--- src/rtl/scanline_irq_timer.sv ---
module scanline_irq_timer #(
  parameter int ADDR_W = 16,
  parameter int DATA_W = 8,
  parameter logic [3:0] PAGE = 4'hF
) (
  input  logic              clk,
  input  logic              rst_n,
  input  logic              wr_en,
  input  logic [ADDR_W-1:0] wr_addr,
  input  logic [DATA_W-1:0] wr_data,
  input  logic              line_tick,
  output logic              irq
);
  localparam int CNT_W = 8;
  localparam logic [CNT_W-1:0] TOP = '1;

  logic [CNT_W-1:0] cnt;
  logic [CNT_W-1:0] reload;
  logic [1:0]       ctrl;

  wire       reg_hit = wr_en && (wr_addr[ADDR_W-1 -: 4] == PAGE) && (wr_addr[3:2] == 2'b00);
  wire [1:0] sel     = wr_addr[1:0];
  wire       run     = line_tick && ctrl[1] && !reg_hit;
  wire       expire  = run && (cnt == TOP);

  always_ff @(posedge clk or negedge rst_n) begin
    if (!rst_n) begin
      reload <= '0;
    end else if (reg_hit && sel == 2'd0) begin
      reload[3:0] <= wr_data[3:0];
    end else if (reg_hit && sel == 2'd1) begin
      reload[7:4] <= wr_data[3:0];
    end
  end

  always_ff @(posedge clk or negedge rst_n) begin
    if (!rst_n) begin
      ctrl <= 2'b00;
    end else if (reg_hit && sel == 2'd2) begin
      ctrl <= wr_data[1:0];
    end else if (reg_hit && sel == 2'd3) begin
      ctrl[1] <= ctrl[0];
    end
  end

  always_ff @(posedge clk or negedge rst_n) begin
    if (!rst_n) begin
      cnt <= '0;
    end else if (reg_hit) begin
      if (sel == 2'd2 && wr_data[1]) cnt <= reload;
    end else if (expire) begin
      cnt <= reload + 1'b1;
    end else if (run) begin
      cnt <= cnt + 1'b1;
    end
  end

  always_ff @(posedge clk or negedge rst_n) begin
    if (!rst_n) begin
      irq <= 1'b0;
    end else if (reg_hit && sel[1]) begin
      irq <= 1'b0;
    end else if (expire) begin
      irq <= 1'b1;
    end
  end
endmodule

--- config.mk ---
export PLATFORM = sky130hd
export DESIGN_NAME = scanline_irq_timer
export DESIGN_NICKNAME = d
export VERILOG_FILES = /design/src/rtl/scanline_irq_timer.sv
export SDC_FILE = /design/constraint.sdc
export NUM_CORES = 1
export LEC_CHECK = 0
export BUFFER_PORTS_ARGS = -buffer_cell sky130_fd_sc_hd__clkbuf_2
export CAP_MARGIN = 20
export CELL_PAD_IN_SITES_DETAIL_PLACEMENT = 1
export CELL_PAD_IN_SITES_GLOBAL_PLACEMENT = 2
export CORE_MARGIN = 5
export CORE_UTILIZATION = 32
export DETAILED_ROUTE_END_ITERATION = 10
export PLACE_DENSITY_LB_ADDON = 0.1
export SETUP_SLACK_MARGIN = 0.5
export SLEW_MARGIN = 15
export SYNTH_ARGS = -nofsm -noshare
export SYNTH_HDL_FRONTEND = slang
export SYNTH_SLANG_ARGS = --single-unit
--- constraint.sdc ---
create_clock -name clk -period 2.7 [get_ports clk]
set_clock_uncertainty 0.2 [all_clocks]
set_input_delay 0 -clock clk [delete_from_list [all_inputs] [get_ports clk]]
set_output_delay 0 -clock clk [all_outputs]
set_load 0.03 [all_outputs]
==> results.toml <==
[status]
status = "finished, final reports clean"

[drt]
post_drt_via_cell_ratio = 5.744
drt_iter0_drc = 98
detail_route.first_pass.iterations = 4
routedWlPerCell_um = 18.43
ant_nets = 0
detail_route.wirelength_um = 4183
drc = 0
num_vias = 1304

[final_layout]
fillerInstances = 432
design.final.nets = 209
fin_area_um2 = 1723
layoutNonFillerInstCount = 227
final_core_utilization = 0.4671
sequential_area_um2 = 478.0
areaGrowthSynthToFinish_pct = 39.37
layout-drive-gt1-share = 0.3855
diodes = 0
multiInputGateArea_um2 = 810.8

[clocking]
tritoncts = "built"
clock_insertion_delay_worst_skew_ps = 260
cts_buffers = 3
cts_root_buffer = "sky130_fd_sc_hd__clkbuf_8"
clock_sink_count = 19
max-clock-path-buffers = 2
clkTransAtPathRegs_ps = 90
htree_levels = 1

[floorplanning]
die-height_um = 72.16
design.core.area_um2 = 3689
pin_count = 29
placement_rows = 22
initial_core_util = 0.3351
die-width_um = 72.16
design.die.area_um2 = 5206

[power_and_ir_drop]
design_power_total_mw = 0.6981
power-per-cell-area_nw_per_um2 = 405.2
leakagePower_nw = 0.7787
ir_drop_mv = 0.2776

[job]
cap_viol_max_count = 0

[critical_path]
critPathBufInv = 0
critPathMaxFanout = 3
reg2reg_setup_slack_ps = 440
crit_path_cell_trace = "nand4_1 -> a211oi_4 -> nand2_2 -> o21a_1 -> ha_4 -> nand2_4 -> nor3_2 -> mux2_4 -> o21ai_2 -> a21oi_1"
reg2reg_to = "cnt[4]"
timing.critical_path.arrival_ps = 2210
path_class = "register to register"
path_delay_family = "compound AO/OA/AOI/OAI gates"
crit_slowest_cell = "sky130_fd_sc_hd__dfrtp_1"
crit_path_end_kind = "register"
critical_path.max_stage_delay_ps = 380
rr_worst_depth = 10
timing.critical_path.from_type = "register"
worst-endpoint-required_ps = 2650
launch_point_of_the_worst_reg_to_reg_path = "cnt[6]"

[synthesis]
yosys_warnings = 0
number_of_flops_mapped_to_enable_cells_by_yosys = 0
postSynthNetCount = 162
asyncSetResetFlopFracSynth = 1.000
ys_dominant_reg_cell = "sky130_fd_sc_hd__dfrtp_1"
post_synth_inst_count = 133
synth.lib_cells_used.distinct = 44
post_synth_instance_area_um2 = 1236
flops_latches_synth = 19
syn_area_per_cell_um2 = 9.295
yosysSeqAreaShare = 0.3846

[timing]
slew_headroom = 0.6172
hold_violations = 0
worst-slew-pin-transition_ps = 572.9
layout_min_cycle_time_ps = 2261
rsz0062_at_grt = "true"
slew_viols_final = 0
timing.setup.tns_ps = 0
setup_violations = 0
fin_crit_sh = 0.8375
final_critical_path_setup_slack_ps = 438.6
final.hold.worst_slack_ps = 19.75
max_freq_mhz = 442.2

[placed_design]
port_buffers = 16
pre_cts_ws_ps = 334.5
post-dp-hpwl_um = 2964
placer_congestion = 0.8735
dpl-instance-area_um2 = 1439
post-place-cells = 202

[global_routing]
grt_max_degree = 20
initial_antenna_violation_count = 0
grtUsageTotal = 0.1711
grt_pass1_vias = 1342
overflow_after_grt = 0
wire_length_of_the_first_global_routing_pass_um = 6906

[hold_path]
worst_hold_path_type = "input pin to asynchronous set/reset pin"
[layout by cell type (no fill, tap or decap), drive strengths merged, types with 4 or more instances in the layout]
master,count
a21oi,11
and3,6
buf,22
clkbuf,20
dfrtp,19
dlygate4sd3,8
mux2,10
nand2,18
nand3,8
nand4,5
nor2,4
nor3,4
o21ai,9
[registers in the layout, summed over array words and instances (netlist names)]
name / flops
ctrl: 2
irq: 1
reload: 8
cnt: 8
[cell usage after synthesis (3+ instances only)]
cell type,n,area [um2]
sky130_fd_sc_hd__nand4_1,4,25.02
sky130_fd_sc_hd__nand3_1,8,40.04
sky130_fd_sc_hd__a21oi_1,11,55.05
sky130_fd_sc_hd__nand2_1,17,63.81
sky130_fd_sc_hd__nor2_1,3,11.26
sky130_fd_sc_hd__and3_1,6,37.54
sky130_fd_sc_hd__nor3_1,4,20.02
sky130_fd_sc_hd__o21ai_0,9,45.04
sky130_fd_sc_hd__dfrtp_1,19,475.5
sky130_fd_sc_hd__mux2_2,10,112.6
[worst reg2reg max path: cells and delay by family (launching register included)]
family	cells	cell delay (ps)
compound gates	4	720
fa+ha+maj	1	180
flops	1	380
mux	1	270
simple gates	4	390
[routing by layer]
metal  routed length [um]  vias up  global-route usage  part of all wire
met5                    0        -                   0                 0
met4                   61        0             0.04593             0.015
li1                     -      612                   -                 -
met1                 1916      645              0.2218              0.46
met2                 2067       39              0.2932              0.49
met3                  137        8             0.02770             0.033
[kinds of logic after synthesis]
logic type | count (synthesis) | synth area share
simple gates | 55 | 0.2399
compound gates | 42 | 0.2419
flops | 19 | 0.3846
mux | 12 | 0.1073
buf+inv | 4 | 0.01619
fa+ha+maj | 1 | 0.01012
[power breakdown]
group	switching, mW	leakage (nW)	internal [mW]
clock network	0.109	0.0228	0.105
logic	0.0732	0.508	0.0808
registers	0.0256	0.248	0.304
total	0.208	0.779	0.491
[worst max path at each step]
stage,start,to,slack (ps),depth (start not counted)
2_1_floorplan,cnt[5],cnt[4],370,10
3_3_place_gp,cnt[7],cnt[4],360,10
3_5_place_dp,cnt[7],cnt[4],330,10
4_1_cts,cnt[2],cnt[4],480,10
5_1_grt,cnt[6],cnt[6],310,11
6_report,cnt[6],cnt[4],440,10
[repair_timing]
action | CTS | global route
setup endpoints to repair | 3 | 4
pin swaps | 14 | 14
gates resized for setup | 9 | 7
buffers inserted | 8 | 5
hold endpoints to repair | 31 | 0
hold buffers | 8 | 0
[final cells by class]
class	instances	area share
Multi-Input combinational cell	110	0.4706
Clock buffer	4	0.02614
Timing Repair Buffer	46	0.1910
Sequential cell	19	0.2774
Tap cell	48	0.03486
(Power assumes the default switching activity.)
